<file path="config.mk">
export PLATFORM = sky130hd
export DESIGN_NAME = buf_err_log
export DESIGN_NICKNAME = d
export VERILOG_FILES = /design/src/rtl/buf_err_pkg.sv /design/src/rtl/err_first_reg.sv /design/src/rtl/err_next_reg.sv /design/src/rtl/err_reg_port.sv /design/src/rtl/buf_err_log.sv
export SDC_FILE = /design/constraint.sdc
export NUM_CORES = 1
export LEC_CHECK = 0
export BUFFER_PORTS_ARGS = -buffer_cell sky130_fd_sc_hd__buf_2
export CAP_MARGIN = 30
export CORE_MARGIN = 5
export CORE_UTILIZATION = 43
export DETAILED_ROUTE_END_ITERATION = 10
export PLACE_DENSITY = 0.82
export RECOVER_POWER = 25
export SLEW_MARGIN = 25
export SYNTH_ARGS = -nofsm -noshare
export SYNTH_HDL_FRONTEND = slang
export SYNTH_SLANG_ARGS = --single-unit
export TNS_END_PERCENT = 30
</file>
<file path="constraint.sdc">
create_clock -name clk -period 2.9 [get_ports clk]
set_input_delay 0 -clock clk [delete_from_list [all_inputs] [get_ports clk]]
set_output_delay 0 -clock clk [all_outputs]
set_load 0.02 [all_outputs]
</file>
<file path="src/rtl/buf_err_pkg.sv">
package buf_err_pkg;

    typedef enum logic [0:0] {
        FIRST_OPEN = 1'b0,
        FIRST_HELD = 1'b1
    } first_state_e;

endpackage

</file>
<file path="src/rtl/err_first_reg.sv">
module err_first_reg
    import buf_err_pkg::*;
#(
    parameter int NUM_SRC = 4
) (
    input  logic               clk,
    input  logic               por_n,
    input  logic [NUM_SRC-1:0] err_i,
    input  logic [NUM_SRC-1:0] clr_i,
    output logic [NUM_SRC-1:0] first_q,
    output logic               capture_o,
    output logic               route_next_o
);

    first_state_e state_q, state_d;
    logic [NUM_SRC-1:0] first_d;
    logic               any_err;

    assign any_err = |err_i;

    // state register
    always_ff @(posedge clk or negedge por_n) begin
        if (!por_n) begin
            state_q <= FIRST_OPEN;
            first_q <= '0;
        end else begin
            state_q <= state_d;
            first_q <= first_d;
        end
    end

    // next state and register data
    always_comb begin
        state_d = state_q;
        first_d = first_q;
        unique case (state_q)
            FIRST_OPEN: begin
                if (any_err) begin
                    state_d = FIRST_HELD;
                    first_d = err_i;
                end
            end
            FIRST_HELD: begin
                first_d = first_q & ~clr_i;
                if ((first_q & ~clr_i) == '0) begin
                    state_d = FIRST_OPEN;
                end
            end
            default: state_d = FIRST_OPEN;
        endcase
    end

    // outputs
    always_comb begin
        capture_o    = 1'b0;
        route_next_o = 1'b0;
        unique case (state_q)
            FIRST_OPEN: capture_o    = any_err;
            FIRST_HELD: route_next_o = 1'b1;
            default:    route_next_o = 1'b0;
        endcase
    end

    assert_capture_all_R4: assert property (@(posedge clk) disable iff (!por_n)
        ((first_q == '0) && (err_i != '0)) |=> (first_q == $past(err_i)));

    assert_locked_R5: assert property (@(posedge clk) disable iff (!por_n)
        (first_q != '0) |=> ((first_q | $past(first_q)) == $past(first_q)));

    assert_state_tracks_R10: assert property (@(posedge clk) disable iff (!por_n)
        (state_q == FIRST_HELD) == (first_q != '0));

endmodule

</file>
<file path="src/rtl/err_next_reg.sv">
module err_next_reg #(
    parameter int NUM_SRC = 4
) (
    input  logic               clk,
    input  logic               por_n,
    input  logic [NUM_SRC-1:0] err_i,
    input  logic               accept_i,
    input  logic               capture_i,
    input  logic [NUM_SRC-1:0] clr_i,
    output logic [NUM_SRC-1:0] next_q
);

    logic [NUM_SRC-1:0] set_v;

    assign set_v = accept_i ? err_i : '0;

    always_ff @(posedge clk or negedge por_n) begin
        if (!por_n) begin
            next_q <= '0;
        end else begin
            next_q <= (next_q & ~clr_i) | set_v;
        end
    end

    assert_accumulate_R6: assert property (@(posedge clk) disable iff (!por_n)
        (accept_i && (err_i != '0)) |=> ((next_q & $past(err_i)) == $past(err_i)));

    assert_no_dup_R7: assert property (@(posedge clk) disable iff (!por_n)
        capture_i |=> ((next_q & ~$past(next_q)) == '0));

endmodule

</file>
<file path="src/rtl/err_reg_port.sv">
module err_reg_port #(
    parameter int          NUM_SRC    = 4,
    parameter int          REG_W      = 8,
    parameter int          ADDR_W     = 8,
    parameter logic [ADDR_W-1:0] FIRST_ADDR = 8'h70,
    parameter logic [ADDR_W-1:0] NEXT_ADDR  = 8'h72
) (
    input  logic [ADDR_W-1:0]  addr_i,
    input  logic [REG_W-1:0]   wdata_i,
    input  logic               we_i,
    input  logic [NUM_SRC-1:0] first_i,
    input  logic [NUM_SRC-1:0] next_i,
    output logic [NUM_SRC-1:0] clr_first_o,
    output logic [NUM_SRC-1:0] clr_next_o,
    output logic [REG_W-1:0]   rdata_o
);

    localparam int RSVD_W = REG_W - NUM_SRC;

    logic hit_first, hit_next;
    logic unused_rsvd_wdata;

    assign hit_first = (addr_i == FIRST_ADDR);
    assign hit_next  = (addr_i == NEXT_ADDR);

    // reserved write bits are dropped here
    assign unused_rsvd_wdata = ^wdata_i[REG_W-1:NUM_SRC];

    assign clr_first_o = wdata_i[NUM_SRC-1:0] & {NUM_SRC{we_i & hit_first}};
    assign clr_next_o  = wdata_i[NUM_SRC-1:0] & {NUM_SRC{we_i & hit_next}};

    always_comb begin
        rdata_o = '0;
        if (hit_first) begin
            rdata_o = {{RSVD_W{1'b0}}, first_i};
        end else if (hit_next) begin
            rdata_o = {{RSVD_W{1'b0}}, next_i};
        end
    end

endmodule

</file>
<file path="src/rtl/buf_err_log.sv">
module buf_err_log
    import buf_err_pkg::*;
#(
    parameter int NUM_SRC = 4,
    parameter int REG_W   = 8,
    parameter int ADDR_W  = 8
) (
    input  logic              clk,
    input  logic              por_n,
    input  logic              warm_rst_n,
    input  logic [NUM_SRC-1:0] err_i,
    input  logic [ADDR_W-1:0] reg_addr,
    input  logic [REG_W-1:0]  reg_wdata,
    input  logic              reg_we,
    output logic [REG_W-1:0]  reg_rdata,
    output logic              nonfatal_o
);

    logic [NUM_SRC-1:0] first_q, next_q;
    logic [NUM_SRC-1:0] clr_first, clr_next;
    logic               capture, route_next;
    logic               unused_warm;

    // the warm reset deliberately does not reach the status bits
    assign unused_warm = warm_rst_n;

    err_first_reg #(.NUM_SRC(NUM_SRC)) u_first (
        .clk          (clk),
        .por_n        (por_n),
        .err_i        (err_i),
        .clr_i        (clr_first),
        .first_q      (first_q),
        .capture_o    (capture),
        .route_next_o (route_next)
    );

    err_next_reg #(.NUM_SRC(NUM_SRC)) u_next (
        .clk       (clk),
        .por_n     (por_n),
        .err_i     (err_i),
        .accept_i  (route_next),
        .capture_i (capture),
        .clr_i     (clr_next),
        .next_q    (next_q)
    );

    err_reg_port #(
        .NUM_SRC (NUM_SRC),
        .REG_W   (REG_W),
        .ADDR_W  (ADDR_W)
    ) u_port (
        .addr_i      (reg_addr),
        .wdata_i     (reg_wdata),
        .we_i        (reg_we),
        .first_i     (first_q),
        .next_i      (next_q),
        .clr_first_o (clr_first),
        .clr_next_o  (clr_next),
        .rdata_o     (reg_rdata)
    );

    assign nonfatal_o = |{first_q, next_q};

    assert_warm_hold_R11: assert property (@(posedge clk) disable iff (!por_n)
        (!warm_rst_n && (err_i == '0) && !reg_we) |=> ($stable(first_q) && $stable(next_q)));

    assert_rsvd_zero_R12: assert property (@(posedge clk) disable iff (!por_n)
        reg_rdata[REG_W-1:NUM_SRC] == '0);

    assert_wclr_R8: assert property (@(posedge clk) disable iff (!por_n)
        (reg_we && (err_i == '0) && (clr_next != '0)) |=> ((next_q & $past(clr_next)) == '0));

endmodule

</file>
==> results.py <==
metrics = {
    "critical_path": {
        "slowest_delay_ns": 0.47,
        "path_cells": "nor2_1, nor4b_2, a21o_1, a22o_1",
        "critical_path_class": "register to register",
        "critPathTopFamily": "simple AND/OR/NAND/NOR gates",
        "crit_cells": 4,
        "rr_worst_depth": 4,
        "cp_slowest_cell": "dfrtp_1",
        "worstPathMaxFanout": 9,
        "end_kind": "register",
        "crit_path_start_kind": "register",
        "required_ns": 3.09,
        "cp.arrival_ns": 1.58,
        "worst-path-buf-inv": 0,
    },
    "power_and_ir_drop": {
        "p_leak_nw": 0.340,
        "p_clk_frac": 0.229,
        "power.share.sequential": 0.495,
        "p_sw_w": 0.000141,
        "intPower_w": 0.000272,
        "p_comb_frac": 0.275,
        "sw_frac_of_total": 0.341,
        "p_per_area_mw_per_mm2": 574,
        "max-vdd-ir-drop_uv": 506,
    },
    "finish": {
        "fin_nets": 109,
        "final_area_sq_um": 719,
        "area_growth_pct": 23.4,
        "final_util": 0.560,
        "fill_cells": 129,
        "drive_gt1_frac": 0.333,
        "antenna_cells": 0,
        "final_cells": 99,
    },
    "clocking": {
        "post_cts_resize_count": 0,
        "htreeDepth": 1,
        "clk_pin_slew_worst_paths_ns": 0.06,
        "cts_sinks": 9,
        "cts_tree": "yes",
        "cts_hold_buf": 1,
        "insertion_delay_ns": 0.26,
        "clock-root-buffer": "clkbuf_4",
        "postCtsSetupRepairBufs": 0,
        "cts_buffers": 3,
        "clk_path_buf_depth": 2,
    },
    "floorplan": {
        "ios": 33,
        "core_sq_mm": 0.00128,
        "start_util": 0.454,
        "die_w_microns": 46.8,
        "die_h_microns": 46.8,
        "rows": 13,
        "dieArea_sq_mm": 0.00219,
    },
    "synthesis": {
        "ys_ff_latch": 9,
        "synth.most_common_cell": "dfrtp_1",
        "async_flop_share": 1.00,
        "ys.flop_type": "dfrtp_1",
        "synth-edff-count": 0,
        "yosys_warnings": 0,
        "synth.avg_cell_area_sq_um": 9.72,
        "synth_cell_types": 22,
        "synthCells": 60,
        "synth_top_area_frac": 0.386,
        "ys_seq_area_frac": 0.386,
        "synth_top_area_cell": "dfrtp_1",
        "yosys-top-cells-area": "dfrtp_1 39%, a22o_1 11%, nand4_1 8.6%, mux2i_1 6.9%, buf_4 5.2%",
        "syn-cell-area_sq_um": 583,
        "netlist_top_cells_count": "9 x dfrtp_1, 8 x nand4_1, 7 x a22o_1",
    },
    "drt": {
        "drt_iter0_markers": 10,
        "viasPerCell": 5.72,
        "first_pass_iters": 4,
        "drt_wl_total_microns": 1430,
        "wl_per_cell_microns": 14.5,
        "drt.antenna.violating_nets": 0,
        "num_vias": 566,
        "drc": 0,
    },
    "sta": {
        "finalCritPeriodShare": 0.477,
        "fin_tns_setup_ns": 0,
        "relSlewSlack": 0.658,
        "final.setup_skew_ns": 0.00343,
        "worst_pin_slew_ns": 0.513,
        "slew_violations": 0,
        "hold_viol": 0,
        "period_needed_ns": 1.38,
        "rsz0062_at_grt": "no",
        "max_freq_ghz": 0.723,
        "setup_viol_count_final": 0,
    },
    "place": {
        "dp_cells": 94,
        "port_buffers": 23,
        "dpl.hpwl_microns": 1160,
        "place_area_sq_um": 684,
        "gp_routability_congestion": 0.887,
    },
    "global_route": {
        "overflow": 0,
        "track_usage": 0.152,
        "antenna_found_initial": 0,
        "grt_max_degree": 10,
        "grt_pass1_wl_microns": 2310,
        "first_global_vias": 517,
    },
    "outcome": {
        "status": "completed",
    },
    "hold_path": {
        "hold_class": "input port to register",
        "min_path_cells": 2,
    },
    "flow_run": {
        "drv_cap": 0,
    },
}
-- state kept, by name, summed over array words and instances, names as in the netlist --
register / flops
u_next.next_q: 4
u_first.state_q: 1
u_first.first_q: 4
-- kinds of logic after synthesis --
logic type,Yosys count,share of synthesized area
DFF,9,0.386
and+or+nand+nor,24,0.273
other,1,0.00643
AOI/OAI and AO/OA,14,0.185
muxes,4,0.0687
buffers and inverters,8,0.0815
-- stage by stage --
| step | hold slack, ns | worst slack [ns] | total power (W) |
|---|---|---|---|
| after floorplan | -0.296 | 1.68 | 0.000281 |
| after global placement | -0.142 | 1.57 | 0.000311 |
| after detailed placement | -0.138 | 1.54 | 0.000317 |
| after CTS | 0.00241 | 1.52 | 0.000416 |
| after global routing | 0.0139 | 1.39 | 0.000449 |
| final | 0.00876 | 1.52 | 0.000413 |
-- power groups by stage --
stage / combinational, W / clock [W] / sequential, W
3_3_place_gp: 0.000109 / 0 / 0.000202
4_1_cts: 0.000114 / 0.0000983 / 0.000203
2_1_floorplan: 0.0000992 / 0 / 0.000182
6_report: 0.000114 / 0.0000947 / 0.000204
3_5_place_dp: 0.000112 / 0 / 0.000205
5_1_grt: 0.000130 / 0.000108 / 0.000211
-- placed cells by master, fill, tap and decap left out --
cell type and count:
a21oi_1 1, nor2_1 5, mux2i_1 4, buf_2 22, a31oi_1 1, conb_1 4, clkbuf_1 2, dfrtp_1 9
inv_1 1, and2_4 1, nor4b_4 1, nor4b_2 1, and3b_1 1, nor4_1 2, dlygate4sd3_1 1, nor2b_1 1
a22o_1 7, a21o_1 3, a22oi_1 1, clkbuf_4 3, nand2_1 4, o21ai_0 1, nand4_1 8
-- path summary, 6_finish.rpt --
kind,startpoint,to,slack [ns]
setup / recovery,u_first.state_q,u_first.first_q[2],1.52
hold / removal,err_i[1],u_next.next_q[1],0.009
setup reg to reg,u_first.state_q,u_first.first_q[2],1.52
hold reg to reg,u_next.next_q[2],u_next.next_q[2],0.53
max in group asynchronous,por_n,u_first.first_q[0],2.33
min in group asynchronous,por_n,u_next.next_q[2],0.22
-- layout make-up --
type,count,area [sq um],area share
inverters,1,3.75,0.00522
well taps,15,18.8,0.0261
multi-input cells,46,322,0.447
flip-flops and latches,9,225,0.313
repair buffers,24,124,0.172
clock buffers,4,26.3,0.0365
-- layer usage --
layer / wire (microns) / up-vias / GRT usage
met4: 0 / 0 / 0.0166
li1: - / 273 / -
met2: 734 / 26 / 0.255
met1: 563 / 267 / 0.184
met3: 134 / 0 / 0.0728
met5: 0 / - / 0
No activity file was read; power rests on OpenSTA's default activity.
